`src/rtl/arr_sum_pkg.sv`:
```
package arr_sum_pkg;
  localparam int unsigned ROW_AW = 3;
  localparam int unsigned VAL_W  = 4;
  typedef logic [ROW_AW-1:0] row_t;
  typedef logic [VAL_W-1:0]  val_t;
endpackage

```
`src/rtl/arr_mem.sv`:
```
module arr_mem #(
  parameter int unsigned AW = 3,
  parameter int unsigned DW = 4
) (
  input  logic          clk,
  input  logic          en,
  input  logic          wen,
  input  logic [AW-1:0] addr,
  input  logic [DW-1:0] din,
  output logic [DW-1:0] dout
);
  localparam int unsigned DEPTH = 1 << AW;

  logic [DW-1:0] rows [DEPTH];

  always_ff @(posedge clk) begin
    if (en && wen) begin
      rows[addr] <= din;
    end
  end

  always_ff @(posedge clk) begin
    if (en && !wen) begin
      dout <= rows[addr];
    end
  end
endmodule

```
`src/rtl/idx_counter.sv`:
```
module idx_counter #(
  parameter int unsigned W = 3
) (
  input  logic         clk,
  input  logic         rst_n,
  input  logic         clr,
  input  logic         en,
  output logic [W-1:0] q
);
  logic [W-1:0] q_d;

  always_comb begin
    q_d = q;
    if (clr) begin
      q_d = '0;
    end else if (en) begin
      q_d = q + 1'b1;
    end
  end

  always_ff @(posedge clk or negedge rst_n) begin
    if (!rst_n) begin
      q <= '0;
    end else begin
      q <= q_d;
    end
  end

  AST_IDX_STEP: assert property (@(posedge clk) disable iff (!rst_n)
    ($past(en) && !$past(clr)) |-> (q == W'($past(q) + 1'b1))) else $error("idx step");
endmodule

```
`src/rtl/pipe_reg.sv`:
```
module pipe_reg #(
  parameter int unsigned W = 3
) (
  input  logic         clk,
  input  logic         rst_n,
  input  logic         en,
  input  logic [W-1:0] d,
  output logic [W-1:0] q
);
  logic [W-1:0] q_d;

  always_comb begin
    q_d = en ? d : q;
  end

  always_ff @(posedge clk or negedge rst_n) begin
    if (!rst_n) begin
      q <= '0;
    end else begin
      q <= q_d;
    end
  end
endmodule

```
`src/rtl/add_ripple.sv`:
```
module add_ripple #(
  parameter int unsigned W = 4
) (
  input  logic [W-1:0] a,
  input  logic [W-1:0] b,
  output logic [W-1:0] s
);
  logic [W-1:0] c;

  assign c[0] = 1'b0;

  for (genvar i = 0; i < W; i++) begin : g_bit
    assign s[i] = a[i] ^ b[i] ^ c[i];
    if (i < W - 1) begin : g_carry
      assign c[i+1] = (a[i] & b[i]) | (a[i] & c[i]) | (b[i] & c[i]);
    end
  end
endmodule

```
`src/rtl/arr_sum_engine.sv`:
```
module arr_sum_engine
  import arr_sum_pkg::*;
#(
  parameter int unsigned AW = ROW_AW,
  parameter int unsigned DW = VAL_W
) (
  input  logic          clk,
  input  logic          rst_n,
  input  logic          start_i,
  input  logic          load_en_i,
  input  logic          load_sel_i,
  input  logic [AW-1:0] load_addr_i,
  input  logic [DW-1:0] load_data_i,
  input  logic [AW-1:0] dbg_addr_i,
  output logic [DW-1:0] dbg_data_o,
  output logic          busy_o,
  output logic          done_o
);
  localparam logic [AW-1:0] LAST_ROW = AW'((1 << AW) - 1);

  // reset: asserted asynchronously, released on a clock edge
  logic [1:0] rst_sync;
  logic       rst_s_n;

  always_ff @(posedge clk or negedge rst_n) begin
    if (!rst_n) begin
      rst_sync <= 2'b00;
    end else begin
      rst_sync <= {rst_sync[0], 1'b1};
    end
  end
  assign rst_s_n = rst_sync[1];

  // sequencing state
  logic          rd_active, rd_active_d;
  logic          wr_pend, wr_pend_d;
  logic          done_q, done_d;
  logic          start_ok;
  logic [AW-1:0] idx, wr_idx;

  assign busy_o   = rd_active | wr_pend;
  assign done_o   = done_q;
  assign start_ok = start_i & ~busy_o;

  always_comb begin
    rd_active_d = rd_active;
    if (start_ok) begin
      rd_active_d = 1'b1;
    end else if (rd_active && (idx == LAST_ROW)) begin
      rd_active_d = 1'b0;
    end
    wr_pend_d = rd_active;
    done_d    = wr_pend & (wr_idx == LAST_ROW);
  end

  always_ff @(posedge clk or negedge rst_s_n) begin
    if (!rst_s_n) begin
      rd_active <= 1'b0;
      wr_pend   <= 1'b0;
      done_q    <= 1'b0;
    end else begin
      rd_active <= rd_active_d;
      wr_pend   <= wr_pend_d;
      done_q    <= done_d;
    end
  end

  idx_counter #(.W(AW)) u_idx (
    .clk   (clk),
    .rst_n (rst_s_n),
    .clr   (start_ok),
    .en    (rd_active),
    .q     (idx)
  );

  pipe_reg #(.W(AW)) u_wr_idx (
    .clk   (clk),
    .rst_n (rst_s_n),
    .en    (rd_active),
    .d     (idx),
    .q     (wr_idx)
  );

  // source tables: loaded while idle, read by the index while running
  logic          wen_a, wen_b, en_a, en_b;
  logic [AW-1:0] addr_ab;
  logic [DW-1:0] dout_a, dout_b, sum;

  always_comb begin
    wen_a   = ~busy_o & load_en_i & ~load_sel_i;
    wen_b   = ~busy_o & load_en_i &  load_sel_i;
    en_a    = rd_active | wen_a;
    en_b    = rd_active | wen_b;
    addr_ab = rd_active ? idx : load_addr_i;
  end

  arr_mem #(.AW(AW), .DW(DW)) u_mem_a (
    .clk (clk), .en (en_a), .wen (wen_a), .addr (addr_ab),
    .din (load_data_i), .dout (dout_a)
  );

  arr_mem #(.AW(AW), .DW(DW)) u_mem_b (
    .clk (clk), .en (en_b), .wen (wen_b), .addr (addr_ab),
    .din (load_data_i), .dout (dout_b)
  );

  add_ripple #(.W(DW)) u_add (
    .a (dout_a),
    .b (dout_b),
    .s (sum)
  );

  // result table: written one stage behind the read, debug read when idle
  logic          en_c;
  logic [AW-1:0] addr_c;

  always_comb begin
    en_c   = wr_pend | ~busy_o;
    addr_c = wr_pend ? wr_idx : dbg_addr_i;
  end

  arr_mem #(.AW(AW), .DW(DW)) u_mem_c (
    .clk (clk), .en (en_c), .wen (wr_pend), .addr (addr_c),
    .din (sum), .dout (dbg_data_o)
  );

  AST_DONE_PULSE: assert property (@(posedge clk) disable iff (!rst_s_n)
    done_o |=> !done_o) else $error("done longer than one cycle");
  AST_DONE_AFTER_BUSY: assert property (@(posedge clk) disable iff (!rst_s_n)
    done_o |-> (!busy_o && $past(busy_o))) else $error("done misplaced");
  AST_START_IGNORED: assert property (@(posedge clk) disable iff (!rst_s_n)
    (rd_active && $past(rd_active)) |-> (idx != '0)) else $error("index restarted");
  AST_WR_ADDR_DELAY: assert property (@(posedge clk) disable iff (!rst_s_n)
    wr_pend |-> (wr_idx == $past(idx))) else $error("write row not delayed index");
endmodule

```
`config.mk`:
```
export PLATFORM = sky130hd
export DESIGN_NAME = arr_sum_engine
export DESIGN_NICKNAME = d
export VERILOG_FILES = /design/src/rtl/arr_sum_pkg.sv /design/src/rtl/arr_mem.sv /design/src/rtl/idx_counter.sv /design/src/rtl/pipe_reg.sv /design/src/rtl/add_ripple.sv /design/src/rtl/arr_sum_engine.sv
export SDC_FILE = /design/constraint.sdc
export NUM_CORES = 1
export LEC_CHECK = 0
export ABC_AREA = 1
export CAP_MARGIN = 30
export CORE_UTILIZATION = 38
export DETAILED_ROUTE_END_ITERATION = 12
export PLACE_DENSITY = 0.6
export SYNTH_ARGS = -nofsm -noshare
export SYNTH_HDL_FRONTEND = slang
export SYNTH_SLANG_ARGS = --single-unit
```
`constraint.sdc`:
```
create_clock -name clk -period 1 [get_ports clk]
set_input_delay 0.1 -clock clk [delete_from_list [all_inputs] [get_ports clk]]
set_output_delay 0.1 -clock clk [all_outputs]
set_load 0.05 [all_outputs]
```
# Word-level counts from Yosys, hierarchy flattened
# Memory sizes are Yosys's and may differ from the RTL's. A register that Yosys moved wholly into a read port is not among the register bits.
# Index checks and enable logic that the tools add are counted.
# Widths: inputs -> output; s select.
classes:
  addsub: 1
  multipliers: 0
  div_mod_pow: 0
  n_lt_le_gt_ge: 0
  eq_ne: 2
  n_shift: 0
  muxes: 12
  bitwise_logic: 29
  n_reduce_logical: 12
ops:
  columns: ["op", "count"]
  rows:
  - ["$and 1x1->1", 12]
  - ["$mux 3", 4]
  - ["$mux 1", 8]
  - ["$or 1x1->1", 8]
  - ["$logic_and 1x1->1", 7]
  - ["$xor 1x1->1", 7]
  - ["$eq 3x3->1 const B", 2]
  - ["$reduce_bool 2->1", 2]
  - ["$add 3x1->3 const B", 1]
  - ["$logic_not 1->1", 3]
  - ["$not 1->1", 2]
word_totals:
  register_bits: 11
  latch_bits: 0
  mem_bits_rw: 96
  romBits: 0
  in_bits: 15
  wordCells: 65
  mem_count: 3
mem_list:
  columns: ["memory", "depth", "word_bits", "read_ports", "rd_clocked_by_memory_dff", "write_ports", "line_no", "rtl"]
  rows:
  - ["u_mem_a.rows", 8, 4, 1, 1, 1, "arr_mem.sv:14", "logic [DW-1:0] rows [DEPTH];"]
  - ["u_mem_b.rows", 8, 4, 1, 1, 1, "arr_mem.sv:14", null]
  - ["u_mem_c.rows", 8, 4, 1, 1, 1, "arr_mem.sv:14", null]

# Logic depth before layout (Yosys ltp)
logic_depth:
  word_depth: 8
  mapped_depth: 10
  mapped_depth_nobuf: 9

# Hierarchy
# Synthesis repeated with hierarchy kept, for this count alone.
unflattened:
  hier_cells: 509
  hier_area_um2: 5325.1
by_module_without_submodules:
  columns: ["mod", "instances", "cells_per_inst", "area_each_um2"]
  rows:
  - ["arr_mem", 3, 141, 1567.8]
  - ["arr_sum_engine", 1, 43, 274.0]
  - ["idx_counter", 1, 17, 142.6]
  - ["pipe_reg", 1, 13, 112.6]
  - ["add_ripple", 1, 13, 92.6]

# Least setup slack after synthesis
# OpenSTA, ideal clock, no wires.
synth_path:
  kind: "register -> register"
  startpoint: "reg u_mem_a.dout[0] (read register of u_mem_a.rows)"
  endpoint: "mem u_mem_c.rows[0][3], data pin"
  arrival_ns: 1.638
  required_ns: 0.769
  slack_ns: -0.869
  path_stages_with_launch: 5
  n_path_buf: 0
  synth_period_minus_slack_ns: 1.869
  path_cell_list: "edfxtp_1 ha_1 fa_1 fa_1 xnor2_1"
synth_between:
  elab_chain_cells: 8
  word_cells_on_any_way: 10
  cone_classes: "bitwise: 10"
synth_rtl:
  columns: ["element", "line_no", "rtl"]
  rows:
  - ["from (decl)", "arr_mem.sv:10", "output logic [DW-1:0] dout"]
  - ["$and 1x1->1 (*)", "add_ripple.sv:15", "assign c[i+1] = (a[i] & b[i]) | (a[i] & c[i]) | (b[i] & c[i]);"]
  - ["$and 1x1->1", "add_ripple.sv:15", null]
  - ["$or 1x1->1", "add_ripple.sv:15", null]
  - ["$or 1x1->1 (*)", "add_ripple.sv:15", null]
  - ["$and 1x1->1", "add_ripple.sv:15", null]
  - ["$or 1x1->1", "add_ripple.sv:15", null]
  - ["$or 1x1->1 (*)", "add_ripple.sv:15", null]
  - ["$xor 1x1->1 (*)", "add_ripple.sv:13", "assign s[i] = a[i] ^ b[i] ^ c[i];"]
  - ["via sum[3]", "arr_sum_engine.sv:87", "logic [DW-1:0] dout_a, dout_b, sum;"]
  - ["to (decl)", "arr_mem.sv:14", null]
# The timed path passes the listed nets; every way through them passes the cells marked *.

# Worst setup path in the final report
layout_path:
  startpoint: "reg u_mem_a.dout[0] (read register of u_mem_a.rows)"
  endpoint: "mem u_mem_c.rows[2][3], data pin"
# The elaborated chain is that of the path after synthesis.

==> impl_summary.log <==
[metrics] worst min-delay path category: flop to asynchronous set/reset pin
[metrics] #FFs+latches synth: 119
[metrics] part of the total power dissipated in the clock network: 0.189
[metrics] clock insertion delay at the later pin of the skew report: 0.41 ns
[metrics] total number of vias: 3728
[metrics] via/cell ratio: 4.80
[metrics] Area growth, synth to finish: 48.9%
[metrics] post-CTS clock slew at the launch and capture registers of the worst setup and hold paths: 0.05 ns
[metrics] result of the run: finished, violations left
[metrics] global-route wire length before repair: 20.5 mm
[metrics] DR WL/cell: 16.0 microns
[metrics] count of input and output buffers: 20
[metrics] HPWL Detailed: 7.34 mm
[metrics] clock period minus final worst setup slack: 1.74 ns
[metrics] drt pass-1 iters: 4
[metrics] number of sinks driven by the clock tree: 119
[metrics] global routing usage on met1: 0.249
[metrics] gate family responsible for the most delay along the worst path: adder cells
[metrics] Critical Path AT: 1.87 ns
[metrics] n_diodes: 0
[metrics] synthesized netlist net count: 521
[metrics] top-level I/O count: 21
[metrics] Largest stage delay, worst path: 0.39 ns
[metrics] Slowest cell on crit path: fa_2
[metrics] final max-slew violation count: 0
[metrics] switching part of the total power: 0.389
[metrics] final cell count without fillers: 777
[metrics] endpoints failing setup: 156
[metrics] setup repair after global routing missed its margin: yes
[metrics] Crit. path cell count: 4
[metrics] maximum buffer depth of the clock tree: 2
[metrics] Synth cell types: 22
[metrics] largest clock skew in the final design: 0.0107 ns
[metrics] final hold violation count: 0
[metrics] total congestion overflow after global routing: 0
[metrics] list of cells traversed by the critical path: ha_2 > fa_2 > fa_2 > xnor2_4
[metrics] Critical Path Fanout Max: 8
[metrics] violated checks: negative setup slack
[metrics] # H-tree levels: 4
[metrics] global routing usage summed across all routing layers: 0.194
[metrics] floorplan die area: 14400 sq um
[metrics] worst path required time: 1.13 ns
[metrics] Mapped Cells: 501
[metrics] Tot Pwr: 28.2 mW
[metrics] yosys warns: 0
[metrics] number of remaining DRC errors: 0
[metrics] Pwr Density: 3590 nW/um^2
[metrics] per-instance average area after synthesis: 10.5 sq um
[metrics] TritonCTS clock tree: done
[metrics] final instance area: 7860 sq um
[metrics] final estimated routing congestion in global placement: 0.835
[metrics] met2 usage in global routing: 0.306
[metrics] overall routed net length: 12.4 mm
[metrics] fraction of layout instances using a drive strength above 1: 0.366
[metrics] Critical Path Start Type: flop
[metrics] number of inserted filler cells in the final layout: 1059
[metrics] element type at the critical path end: flop
[metrics] placed cell count: 719
[metrics] final critical-path setup slack: -0.736 ns
[metrics] sequential fraction of design power: 0.280
[metrics] count of maximum capacitance violations: 0
[metrics] Worst Setup EP: u_mem_c.rows[2][3]$_DFFE_PP_
[metrics] Total Neg Setup Slack: -79.58 ns
[metrics] initial antenna violation count: 0
[metrics] synthesized area: 5280 sq um
[metrics] CP bufs+invs: 0
[metrics] Final Cycle Share: 1.74
[metrics] cell internal power dissipation: 17.3 mW
[metrics] Worst VDD drop: 1940 uV
[metrics] worst hold slack across all endpoints: 0.169 ns
[metrics] starting density of the core: 0.394
[metrics] standby leakage power: 3.15 nW
[metrics] register-to-register setup slack: -0.74 ns
[metrics] number of global-route vias before repair: 3835
[metrics] share of the yosys chip area belonging to registers: 0.667
[metrics] number of cell instances on the worst register-to-register path: 4
[metrics] pin count of the biggest net entering global routing: 33
[metrics] type of the worst setup path: flop to flop
[metrics] cell row count: 42
[metrics] die span in x: 120 microns
[metrics] final antenna-violating net count: 0
[metrics] reg-to-reg critical path startpoint: u_mem_a.dout[0]$_DFFE_PP_
[metrics] die extent in y: 120 microns
[metrics] Critical Path Start: u_mem_a.dout[0]$_DFFE_PP_
[metrics] nets: 608
[metrics] net switching power: 11.0 mW
[metrics] routing usage on met3: 0.0585
[metrics] busiest grt layer: met2
[metrics] clock root cell: clkbuf_16
[metrics] Fmax: 576 MHz
[metrics] TritonCTS buffer count: 17
[metrics] Crit Reg-Reg Endpoint: u_mem_c.rows[2][3]$_DFFE_PP_
[metrics] DR iter-0 viols: 231
[metrics] Top cell by count, worst path: fa_2
[metrics] combinational cell fraction of total power: 0.531
[metrics] placed cell areas: 6420 sq um
[metrics] core outline area: 13400 sq um
worst register-to-register path, stage by stage (launching register included):
cell and delay, ns:
edfxtp_1 0.37, ha_2 0.20, fa_2 0.34, fa_2 0.39, xnor2_4 0.17
layer usage:
layer,vias to the layer above,part of all wire
met1,1778,0.42
met5,-,0
met3,15,0.058
li1,1837,-
met2,98,0.51
met4,0,0.013
metrics by stage:
stage / worst slack [ns] / util
floorplan: -0.715 / -
global placement: -0.759 / 0.479
detailed placement: -0.748 / 0.479
CTS: -0.739 / 0.575
global route: -0.810 / 0.586
finish: -0.736 / 0.586
worst min path at each step:
stage                           from  cells after the start  slack (ns)                endpoint
6_report       rst_sync[1]$_DFF_PN0_                      0        0.17  u_idx.q[2]$_DFFE_PN0P_
5_1_grt        rst_sync[1]$_DFF_PN0_                      0        0.21  u_idx.q[2]$_DFFE_PN0P_
4_1_cts        rst_sync[1]$_DFF_PN0_                      0        0.18  u_idx.q[1]$_DFFE_PN0P_
3_5_place_dp   rst_sync[1]$_DFF_PN0_                      0        0.17  u_idx.q[1]$_DFFE_PN0P_
3_3_place_gp   rst_sync[1]$_DFF_PN0_                      0        0.17   rd_active$_DFFE_PN0P_
2_1_floorplan                  rst_n                      0       -0.20   rst_sync[0]$_DFF_PN0_
synthesized netlist by cell type:
| cell type | instances | area (sq um) |
|---|---|---|
| and3b_1 | 1 | 8.76 |
| buf_2 | 11 | 55.1 |
| buf_4 | 2 | 15.0 |
| buf_6 | 7 | 78.8 |
| clkbuf_1 | 2 | 7.51 |
| conb_1 | 1 | 3.75 |
| dfrtp_1 | 11 | 275 |
| edfxtp_1 | 108 | 3240 |
| fa_1 | 2 | 40.0 |
| ha_1 | 3 | 37.5 |
| inv_1 | 42 | 158 |
| inv_2 | 3 | 11.3 |
| nand2_1 | 193 | 724 |
| nand2_2 | 5 | 31.3 |
| nand2_4 | 3 | 33.8 |
| nand3_1 | 55 | 275 |
| nand3_2 | 2 | 20.0 |
| nand3b_1 | 14 | 105 |
| nor2_1 | 30 | 113 |
| nor2_2 | 1 | 6.26 |
| o21ai_0 | 3 | 15.0 |
| xnor2_1 | 2 | 17.5 |
cells in the final DEF, fill, tap and decap left out, drive strengths merged:
cell type        n
nand2          206
edfxtp         108
buf             70
nand3           57
inv             42
nor2            31
clkbuf          21
nand3b          14
clkdlybuf4s50   14
dfrtp           11
clkinv           9
clkinvlp         4
o21ai            3
ha               3
fa               2
xnor2            2
and3b            1
bufinv           1
dlygate4sd3      1
conb             1
cell families (layout without fill, tap and decap cells):
logic type               count (synthesis)  count (layout)  synth area share
AND/OR/NAND/NOR                        304             309             0.250
adder cells (fa/ha/maj)                  5               5            0.0147
flip-flops                             119             119             0.667
other                                    1               1          0.000711
AO/OA/AOI/OAI                            3               3           0.00285
buffers and inverters                   67             162            0.0617
XOR/XNOR                                 2               2           0.00332
cell type report:
cell class | count | area, sq um | share of cell area
sequential | 119 | 3520 | 0.448
multi-input combinational | 320 | 2250 | 0.286
timing repair buffer | 85 | 1100 | 0.140
clock buffer | 21 | 440 | 0.0561
inverter | 45 | 239 | 0.0304
tap | 176 | 220 | 0.0280
clock inverter | 11 | 83.8 | 0.0107
flip-flops by register name, summed over array words and instances, names as in the netlist:
| name | flops |
|---|---|
| u_mem_a.rows | 32 |
| wr_pend | 1 |
| done_o | 1 |
| u_mem_c.rows | 32 |
| rst_sync | 2 |
| u_mem_a.dout | 4 |
| u_mem_c.dout | 4 |
| rd_active | 1 |
| u_idx.q | 3 |
| u_mem_b.dout | 4 |
| u_mem_b.rows | 32 |
| u_wr_idx.q | 3 |
what timing repair did:
action                                  4_1_cts  5_1_grt
pin swaps                                    40       47
resized for setup                            91       46
endpoints found under the setup margin      163      158
setup buffers                                13        3
hold buffers                                  1        0
gates cloned                                 11        0
endpoints found under the hold margin         2        0
power groups by stage:
stage / registers, mW / logic (mW) / clock network, mW
after global placement: 7.86 / 10.6 / 0
final: 7.92 / 15.0 / 5.34
after detailed placement: 7.88 / 10.8 / 0
after CTS: 7.87 / 14.3 / 5.43
after global routing: 8.02 / 16.2 / 5.65
after floorplan: 8.03 / 7.49 / 0
Note: power is estimated with default switching activity, not from simulation.
